$ cat src/rtl/opf_pkg.sv
package opf_pkg;

  localparam int unsigned OPF_MODE_W   = 4;
  localparam int unsigned OPF_MODE_CNT = 10;

  typedef enum logic [OPF_MODE_W-1:0] {
    M_REG    = 4'd0,
    M_IMM    = 4'd1,
    M_DISP   = 4'd2,
    M_DEFER  = 4'd3,
    M_INDEX  = 4'd4,
    M_ABS    = 4'd5,
    M_INDIR  = 4'd6,
    M_AINC   = 4'd7,
    M_ADEC   = 4'd8,
    M_SCALED = 4'd9
  } opf_mode_e;

  typedef enum logic [1:0] {
    ST_IDLE,
    ST_RD1,
    ST_RD2,
    ST_FIN
  } opf_state_e;

  typedef struct packed {
    logic needs_mem;
    logic two_reads;
    logic auto_upd;
    logic illegal;
  } opf_class_t;

  function automatic opf_class_t opf_classify(input logic [OPF_MODE_W-1:0] m);
    opf_class_t c;
    c.illegal   = (32'(m) >= OPF_MODE_CNT);
    c.needs_mem = !c.illegal && (m != M_REG) && (m != M_IMM);
    c.two_reads = (m == M_INDIR);
    c.auto_upd  = (m == M_AINC) || (m == M_ADEC);
    return c;
  endfunction

endpackage

$ cat src/rtl/opf_regfile.sv
module opf_regfile #(
  parameter int DATA_W = 32,
  parameter int NREGS  = 16,
  localparam int IDX_W = $clog2(NREGS)
) (
  input  logic              clk,
  input  logic              rst_n,
  input  logic              we,
  input  logic [IDX_W-1:0]  widx,
  input  logic [DATA_W-1:0] wdata,
  input  logic [IDX_W-1:0]  ra_idx,
  output logic [DATA_W-1:0] ra_data,
  input  logic [IDX_W-1:0]  rb_idx,
  output logic [DATA_W-1:0] rb_data
);

  logic [NREGS*DATA_W-1:0] flat;

  for (genvar g = 0; g < NREGS; g++) begin : g_reg
    if (g == 0) begin : g_zero
      assign flat[g*DATA_W +: DATA_W] = '0;
    end else begin : g_live
      logic [DATA_W-1:0] q;
      always_ff @(posedge clk or negedge rst_n) begin
        if (!rst_n)
          q <= '0;
        else if (we && widx == IDX_W'(g))
          q <= wdata;
      end
      assign flat[g*DATA_W +: DATA_W] = q;
    end
  end

  assign ra_data = flat[int'(ra_idx)*DATA_W +: DATA_W];
  assign rb_data = flat[int'(rb_idx)*DATA_W +: DATA_W];

endmodule

$ cat src/rtl/opf_addr_gen.sv
module opf_addr_gen
  import opf_pkg::*;
#(
  parameter int DATA_W = 32,
  parameter int SZ_W   = 2
) (
  input  logic [OPF_MODE_W-1:0] mode,
  input  logic [DATA_W-1:0]     base_val,
  input  logic [DATA_W-1:0]     index_val,
  input  logic [DATA_W-1:0]     imm,
  input  logic [SZ_W-1:0]       size_log2,
  output logic [DATA_W-1:0]     first_addr,
  output logic [DATA_W-1:0]     direct_val,
  output logic [DATA_W-1:0]     wb_val
);

  localparam logic [DATA_W-1:0] ONE = {{(DATA_W-1){1'b0}}, 1'b1};

  // element size in address units, a power of two chosen by size_log2
  function automatic logic [DATA_W-1:0] elem_size(input logic [SZ_W-1:0] s);
    return ONE << s;
  endfunction

  // index scaled by the element size: a shift, not a multiply
  function automatic logic [DATA_W-1:0] scale_by(input logic [DATA_W-1:0] v,
                                                 input logic [SZ_W-1:0]   s);
    return v << s;
  endfunction

  function automatic logic [DATA_W-1:0] add3(input logic [DATA_W-1:0] a,
                                             input logic [DATA_W-1:0] b,
                                             input logic [DATA_W-1:0] c);
    return a + b + c;
  endfunction

  logic [DATA_W-1:0] d_val;
  logic [DATA_W-1:0] base_inc;
  logic [DATA_W-1:0] base_dec;
  logic [DATA_W-1:0] scaled_idx;

  assign d_val      = elem_size(size_log2);
  assign base_inc   = base_val + d_val;
  assign base_dec   = base_val - d_val;
  assign scaled_idx = scale_by(index_val, size_log2);

  always_comb begin
    first_addr = '0;
    direct_val = '0;
    wb_val     = base_inc;
    case (mode)
      M_REG:    direct_val = base_val;
      M_IMM:    direct_val = imm;
      M_DISP:   first_addr = imm + base_val;
      M_DEFER:  first_addr = base_val;
      M_INDEX:  first_addr = base_val + index_val;
      M_ABS:    first_addr = imm;
      M_INDIR:  first_addr = base_val;
      M_AINC:   first_addr = base_val;
      M_ADEC: begin
        first_addr = base_dec;
        wb_val     = base_dec;
      end
      M_SCALED: first_addr = add3(imm, base_val, scaled_idx);
      default: begin
        first_addr = '0;
        direct_val = '0;
      end
    endcase
  end

endmodule

$ cat src/rtl/opf_ctrl.sv
module opf_ctrl
  import opf_pkg::*;
#(
  parameter int DATA_W = 32,
  parameter int IDX_W  = 4
) (
  input  logic              clk,
  input  logic              rst_n,
  input  logic              start,
  input  opf_class_t        cls,
  input  logic [IDX_W-1:0]  base_idx,
  input  logic [DATA_W-1:0] first_addr,
  input  logic [DATA_W-1:0] direct_val,
  input  logic [DATA_W-1:0] wb_val,
  input  logic              mem_valid,
  input  logic [DATA_W-1:0] mem_rdata,
  output logic              busy,
  output logic              done,
  output logic [DATA_W-1:0] operand,
  output logic              illegal,
  output logic              mem_req,
  output logic [DATA_W-1:0] mem_addr,
  output logic              wb_we,
  output logic [IDX_W-1:0]  wb_idx,
  output logic [DATA_W-1:0] wb_data
);

  opf_state_e        state;
  logic [DATA_W-1:0] addr_q;
  logic [DATA_W-1:0] result_q;
  logic [DATA_W-1:0] wbv_q;
  logic [IDX_W-1:0]  widx_q;
  logic              illegal_q;
  logic              two_q;
  logic              auto_q;

  // named internal events
  logic start_accept;
  logic rd_hit;
  logic indir_step;
  logic last_read;

  assign start_accept = start && (state == ST_IDLE);
  assign rd_hit       = mem_req && mem_valid;
  assign indir_step   = rd_hit && (state == ST_RD1) && two_q;
  assign last_read    = rd_hit && !indir_step;

  always_ff @(posedge clk or negedge rst_n) begin
    if (!rst_n) begin
      state     <= ST_IDLE;
      addr_q    <= '0;
      result_q  <= '0;
      wbv_q     <= '0;
      widx_q    <= '0;
      illegal_q <= 1'b0;
      two_q     <= 1'b0;
      auto_q    <= 1'b0;
    end else begin
      case (state)
        ST_IDLE: begin
          if (start_accept) begin
            illegal_q <= cls.illegal;
            two_q     <= cls.two_reads;
            auto_q    <= cls.auto_upd;
            wbv_q     <= wb_val;
            widx_q    <= base_idx;
            addr_q    <= first_addr;
            if (cls.needs_mem) begin
              state <= ST_RD1;
            end else begin
              result_q <= cls.illegal ? '0 : direct_val;
              state    <= ST_FIN;
            end
          end
        end
        ST_RD1, ST_RD2: begin
          if (indir_step) begin
            addr_q <= mem_rdata;
            state  <= ST_RD2;
          end else if (last_read) begin
            result_q <= mem_rdata;
            state    <= ST_FIN;
          end
        end
        ST_FIN: begin
          state  <= ST_IDLE;
          auto_q <= 1'b0;
        end
        default: state <= ST_IDLE;
      endcase
    end
  end

  assign busy     = (state != ST_IDLE);
  assign done     = (state == ST_FIN);
  assign mem_req  = (state == ST_RD1) || (state == ST_RD2);
  assign mem_addr = addr_q;
  assign operand  = result_q;
  assign illegal  = illegal_q;
  assign wb_we    = done && auto_q;
  assign wb_idx   = widx_q;
  assign wb_data  = wbv_q;

  AST_ADDR_HELD: assert property (@(posedge clk) disable iff (!rst_n) (mem_req && !mem_valid) |=> (mem_req && $stable(mem_addr))) else $error("address moved while waiting");
  AST_DONE_PULSE: assert property (@(posedge clk) disable iff (!rst_n) done |=> !done) else $error("done longer than one cycle");
  AST_IDLE_QUIET: assert property (@(posedge clk) disable iff (!rst_n) !busy |-> !mem_req) else $error("request while idle");
  AST_ILLEGAL_FAST: assert property (@(posedge clk) disable iff (!rst_n) (start_accept && cls.illegal) |=> (done && illegal && !mem_req && operand == '0)) else $error("illegal code not finished at once");
  AST_DIRECT_FAST: assert property (@(posedge clk) disable iff (!rst_n) (start_accept && !cls.needs_mem && !cls.illegal) |=> (done && !illegal)) else $error("direct mode slow");
  AST_INDIR_CHAIN: assert property (@(posedge clk) disable iff (!rst_n) indir_step |=> (mem_req && mem_addr == $past(mem_rdata))) else $error("second read not at pointer");
  AST_WB_AT_DONE: assert property (@(posedge clk) disable iff (!rst_n) wb_we |-> (done && $past(auto_q))) else $error("write-back outside done");

endmodule

$ cat src/rtl/opnd_fetch_unit.sv
module opnd_fetch_unit
  import opf_pkg::*;
#(
  parameter int DATA_W = 32,
  parameter int NREGS  = 16,
  parameter int SZ_W   = 2,
  localparam int IDX_W = $clog2(NREGS)
) (
  input  logic                  clk,
  input  logic                  rst_n,
  input  logic                  start,
  input  logic [OPF_MODE_W-1:0] mode,
  input  logic [IDX_W-1:0]      base_idx,
  input  logic [IDX_W-1:0]      index_idx,
  input  logic [DATA_W-1:0]     imm,
  input  logic [SZ_W-1:0]       size_log2,
  output logic                  busy,
  output logic                  done,
  output logic [DATA_W-1:0]     operand,
  output logic                  illegal,
  output logic                  mem_req,
  output logic [DATA_W-1:0]     mem_addr,
  input  logic                  mem_valid,
  input  logic [DATA_W-1:0]     mem_rdata,
  input  logic                  rf_we,
  input  logic [IDX_W-1:0]      rf_widx,
  input  logic [DATA_W-1:0]     rf_wdata
);

  logic [DATA_W-1:0] base_val;
  logic [DATA_W-1:0] index_val;
  logic [DATA_W-1:0] first_addr;
  logic [DATA_W-1:0] direct_val;
  logic [DATA_W-1:0] wb_val;
  logic              wb_we;
  logic [IDX_W-1:0]  wb_idx;
  logic [DATA_W-1:0] wb_data;
  opf_class_t        cls;

  // register file write arbitration: the base update wins over the result port
  logic              rf_any_we;
  logic [IDX_W-1:0]  rf_sel_idx;
  logic [DATA_W-1:0] rf_sel_data;
  logic              start_ok;

  assign cls         = opf_classify(mode);
  assign rf_any_we   = wb_we || rf_we;
  assign rf_sel_idx  = wb_we ? wb_idx  : rf_widx;
  assign rf_sel_data = wb_we ? wb_data : rf_wdata;
  assign start_ok    = start && !busy;

  opf_regfile #(
    .DATA_W (DATA_W),
    .NREGS  (NREGS)
  ) regs_i (
    .clk     (clk),
    .rst_n   (rst_n),
    .we      (rf_any_we),
    .widx    (rf_sel_idx),
    .wdata   (rf_sel_data),
    .ra_idx  (base_idx),
    .ra_data (base_val),
    .rb_idx  (index_idx),
    .rb_data (index_val)
  );

  opf_addr_gen #(
    .DATA_W (DATA_W),
    .SZ_W   (SZ_W)
  ) agen_i (
    .mode       (mode),
    .base_val   (base_val),
    .index_val  (index_val),
    .imm        (imm),
    .size_log2  (size_log2),
    .first_addr (first_addr),
    .direct_val (direct_val),
    .wb_val     (wb_val)
  );

  opf_ctrl #(
    .DATA_W (DATA_W),
    .IDX_W  (IDX_W)
  ) ctrl_i (
    .clk        (clk),
    .rst_n      (rst_n),
    .start      (start),
    .cls        (cls),
    .base_idx   (base_idx),
    .first_addr (first_addr),
    .direct_val (direct_val),
    .wb_val     (wb_val),
    .mem_valid  (mem_valid),
    .mem_rdata  (mem_rdata),
    .busy       (busy),
    .done       (done),
    .operand    (operand),
    .illegal    (illegal),
    .mem_req    (mem_req),
    .mem_addr   (mem_addr),
    .wb_we      (wb_we),
    .wb_idx     (wb_idx),
    .wb_data    (wb_data)
  );

  AST_R0_ZERO: assert property (@(posedge clk) disable iff (!rst_n) (start_ok && mode == M_REG && base_idx == '0) |=> (done && operand == '0)) else $error("register 0 not zero");
  AST_IMM_PASS: assert property (@(posedge clk) disable iff (!rst_n) (start_ok && mode == M_IMM) |=> (done && operand == $past(imm))) else $error("constant altered");

endmodule

$ cat config.mk
export PLATFORM = sky130hd
export DESIGN_NAME = opnd_fetch_unit
export DESIGN_NICKNAME = d
export VERILOG_FILES = /design/src/rtl/opf_pkg.sv /design/src/rtl/opf_regfile.sv /design/src/rtl/opf_addr_gen.sv /design/src/rtl/opf_ctrl.sv /design/src/rtl/opnd_fetch_unit.sv
export SDC_FILE = /design/constraint.sdc
export NUM_CORES = 2
export LEC_CHECK = 0
export ABC_AREA = 1
export BUFFER_PORTS_ARGS = -buffer_cell sky130_fd_sc_hd__buf_2
export CAP_MARGIN = 20
export CORE_MARGIN = 1
export CORE_UTILIZATION = 25
export CTS_BUF_LIST = sky130_fd_sc_hd__clkbuf_4
export DETAILED_ROUTE_END_ITERATION = 10
export PLACE_DENSITY = 0.51
export SLEW_MARGIN = 20
export SYNTH_ARGS = -nofsm -noshare
export SYNTH_HDL_FRONTEND = slang
export SYNTH_SLANG_ARGS = --single-unit
$ cat constraint.sdc
create_clock -name clk -period 3.6 [get_ports clk]
set_input_delay 0.18 -clock clk [delete_from_list [all_inputs] [get_ports clk]]
set_output_delay 0.18 -clock clk [all_outputs]
set_load 0.02 [all_outputs]
==> summary.md <==
| Metric | Value |
|---|---|
| Worst VDD drop | 0.742 mV |
| Num CTS Buffers | around 180 |
| Endpoint of the worst register-to-register path | ctrl_i.mem_addr[30]$_DFFE_PN0P_ |
| Sw frac | 0.432 |
| Critical path class | flop to flop |
| DP Wirelength | between 100000 and 150000 um |
| Max-slew headroom | 0.288 |
| Critical Path Sink Type | flop |
| Average cell area after synthesis | about 7.0 um^2 |
| DRC Markers | 0 |
| Die Span Y | around 410 um |
| Total track usage | 0.246 |
| Placed inst area | 0.0521 mm^2 |
| Worst-Skew Late Latency | ~1.2 ns |
| Die W | about 400 um |
| Port Buffers | 186 |
| Root buffer cell | clkbuf_4 |
| Starting Density | 0.253 |
| Syn Nets | between 6000 and 7000 |
| Cells after synthesis | 5847 |
| Seq/Total Area, Yosys | 0.360 |
| Worst path bufs/invs | 2 |
| Antenna Nets Post-Route | 0 |
| RSZ-0062 raised after global routing | yes |
| Crit path largest cell delay | 0.38 ns |
| H-tree depth | 4 |
| Num rows | 147 |
| DR vias/cell | around 5.1 |
| First-pass GRT wire length | 304000 um |
| Critical path startpoint | regs_i.g_reg[2].g_live.q[14]$_DFFE_PN0P_ |
| Mapped cell area | about 0.04 mm^2 |
| Tmin final | approximately 4.2 ns |
| Clk pwr share | 0.157 |
| Slew @ Worst Pin | ~1.1 ns |
| Number of global-route vias before repair | about 47000 |
| Grt ovf | 0 |
| Drt first-iter violations | between 4000 and 5000 |
| Post-Route WL | 207000 um |
| Post-synth EDFFs | 0 |
| Cells on worst reg2reg path | 26 |
| Internal power | around 23 mW |
| Yosys warns | 0 |
| Largest net degree at the start of global routing | 78 |
| Fmax | 237 MHz |
| Inst Count DP | about 8900 |
| Comb pwr share | 0.570 |
| Worst Path Arrival | roughly 5.3 ns |
| Fin cells | approximately 9500 |
| Layout Skew | about 0.083 ns |
| Reg2reg start | regs_i.g_reg[2].g_live.q[14]$_DFFE_PN0P_ |
| Final hold vios | 0 |
| Power Dens Cells | approximately 680 mW/mm^2 |
| Final net count | between 7000 and 8000 |
| GPL Wtd Cong | ~0.97 |
| Worst-path clk slew | 0.08 ns |
| I/O pin count | 187 |
| Via count | 48200 |
| TritonCTS clock tree | yes |
| Core Util, Final | 0.370 |
| Max Root-Sink Buffers | 3 |
| Most used flip-flop cell after synthesis | dfrtp_1 |
| Final instance area | a little under 0.06 mm^2 |
| Setup violations, final | 39 |
| Max-cap violations | 0 |
| Core Region | 0.161 mm^2 |
| Layout cells sized above 1 | 0.312 |
| Drt pass-1 iters | 6 |
| Crit path capture | ctrl_i.mem_addr[30]$_DFFE_PN0P_ |
| Worst setup SP type | flop |
| Critical path's slowest cell | dfrtp_1 |
| Outcome | finished with violations |
| Tcrit/Tclk final | 1.17 |
| Switching power | 17.5 mW |
| Peak fanout along the critical path | 4 |
| Post-route setup TNS | -12.02 ns |
| Worst setup margin | -0.613 ns |
| Static leakage | ~27 nW |
| Synthesized flop and latch total | about 590 |
| Final slew viol count | 0 |
| Unique masters post-synth | a little under 60 |
| Power share of the sequential group | 0.272 |
| Initial antenna violation count | 8 |
| Avg WL per Cell | roughly 22 um |
| Crit path depth | 26 |
| Clock Sinks | roughly 600 |
| Failing checks | setup timing |
| Reg2Reg Setup Slack | -0.61 ns |
| Delay-heaviest family, CP | simple AND/OR/NAND/NOR gates |
| Pwr Total | roughly 41 mW |
| Layout area overhead | 46.6% |
| Hold WC Path Type | input pin to flop |
| Data required, critical path | between 4 and 5 ns |
| Asr flop ratio synth | 1.00 |
| Die Area | 0.164 mm^2 |
registers in the layout, indices dropped and copies added (netlist names):
| name | cells |
|---|---|
| ctrl_i.auto_q | 1 |
| ctrl_i.wb_data | 32 |
| ctrl_i.state | 2 |
| ctrl_i.wb_idx | 4 |
| regs_i.g.g_live.q | 480 |
| ctrl_i.illegal | 1 |
| ctrl_i.operand | 32 |
| ctrl_i.two_q | 1 |
| ctrl_i.mem_addr | 32 |
final cells by class:
cell class / instances / area [um^2]
Fill cell: 17000 / 101000
Tap cell: 2160 / 2700
Clock buffer: 243 / 1820
Sequential cell: 585 / 14600
Multi-Input combinational cell: 4327 / 24900
Inverter: 547 / 2070
Clock inverter: 41 / 210
Timing Repair Buffer: 1605 / 13200
Antenna cell: 6 / 15.0
layout by cell type (no fill, tap or decap), types with 65 or more instances in the layout:
master | synthesis | final
buf_4 | 31 | 1096
nand2_1 | 1148 | 1045
o21ai_0 | 873 | 785
dfrtp_1 | 585 | 585
nand3_1 | 557 | 488
inv_1 | 534 | 474
nor2_1 | 491 | 437
a21oi_1 | 481 | 403
clkbuf_4 | 0 | 243
dlygate4sd3_1 | 0 | 210
a31oi_1 | 199 | 193
buf_2 | 96 | 179
o211ai_1 | 90 | 90
o21ai_1 | 25 | 88
mux2_2 | 84 | 84
nand2_2 | 13 | 78
buf_12 | 0 | 68
inv_2 | 8 | 67
a21oi_2 | 1 | 65
per-stage QoR:
step / hold slack [ns] / worst slack, ns
floorplan: -0.116 / -0.512
global placement: 0.294 / -1.77
detailed placement: 0.307 / -1.65
CTS: 0.0126 / -0.557
global route: 0.0273 / -0.812
finish: 0.101 / -0.613
worst reg2reg max path: stages (launching register included):
cell and delay, ns:
dfrtp_1 0.38, o21ai_0 0.21, o21ai_0 0.13, nand3_1 0.14
nand2_4 0.09, ha_4 0.28, nand2_2 0.05, inv_2 0.07
nand2_2 0.07, nor2_2 0.15, nand4_1 0.23, nand3_4 0.22
a21oi_4 0.08, o21ai_2 0.21, a21oi_2 0.09, xor2_1 0.18
ha_1 0.37, buf_4 0.17, a21oi_1 0.16, o31ai_1 0.11
a21oi_2 0.15, nand3_1 0.09, nand2_1 0.07, nand3_1 0.08
nand2_1 0.09, nand2_1 0.07, a21oi_2 0.17
repair_timing:
action / in CTS / in global routing
setup endpoints to repair: 31 / 49
buffers inserted: 44 / 54
endpoints found under the hold margin: 1159 / 0
pin swaps: 137 / 160
resized for setup: 318 / 329
hold buffers: 212 / 0
layer usage:
metal  share of wire  wire, um  track usage
met1            0.43     88700        0.324
met2            0.46     95000        0.397
met3           0.068     14000       0.0419
met4           0.043      8850        0.103
met5         0.00045        94            0
power by group through the flow:
stage | combinational (mW) | sequential (mW) | clock (mW)
global placement | 19.3 | 11.0 | 0
CTS | 21.5 | 11.0 | 6.58
floorplan | 9.74 | 11.1 | 0
global route | 25.2 | 11.3 | 6.90
finish | 23.1 | 11.1 | 6.39
detailed placement | 19.4 | 11.1 | 0
kinds of logic after synthesis:
family / count (synthesis) / share of synthesized area
xor gates and xnor gates: 52 / 0.0112
adders and majority gates: 110 / 0.0348
muxes: 86 / 0.0238
and+or+nand+nor: 2320 / 0.241
DFF: 585 / 0.360
AOI/OAI and AO/OA: 1759 / 0.234
buffers and inverters: 935 / 0.0948
cells in the mapped netlist (all sizes together), types with 37 or more instances:
cell | instances | share of area
ha | 105 | 0.032
a21oi | 482 | 0.059
nor2 | 505 | 0.048
nand2 | 1164 | 0.11
clkbuf | 223 | 0.021
inv | 542 | 0.050
a31oi | 199 | 0.031
nand4 | 37 | 0.0057
o211ai | 90 | 0.017
o21ai | 898 | 0.11
mux2 | 84 | 0.023
buf | 165 | 0.024
dfrtp | 585 | 0.36
nand3 | 563 | 0.070
worst min path at each step:
stage | start | endpoint | slack, ns | cells past startpoint
floorplan | rst_n | ctrl_i.auto_q$_DFFE_PN0P_ | -0.12 | 0
global placement | rst_n | regs_i.g_reg[3].g_live.q[23]$_DFFE_PN0P_ | 0.29 | 1
detailed placement | rst_n | regs_i.g_reg[3].g_live.q[23]$_DFFE_PN0P_ | 0.31 | 1
CTS | size_log2[1] | ctrl_i.wb_data[0]$_DFFE_PN0P_ | 0.01 | 6
global route | rf_wdata[14] | regs_i.g_reg[1].g_live.q[14]$_DFFE_PN0P_ | 0.03 | 4
finish | rf_wdata[14] | regs_i.g_reg[1].g_live.q[14]$_DFFE_PN0P_ | 0.10 | 4
(Power assumes the default switching activity.)
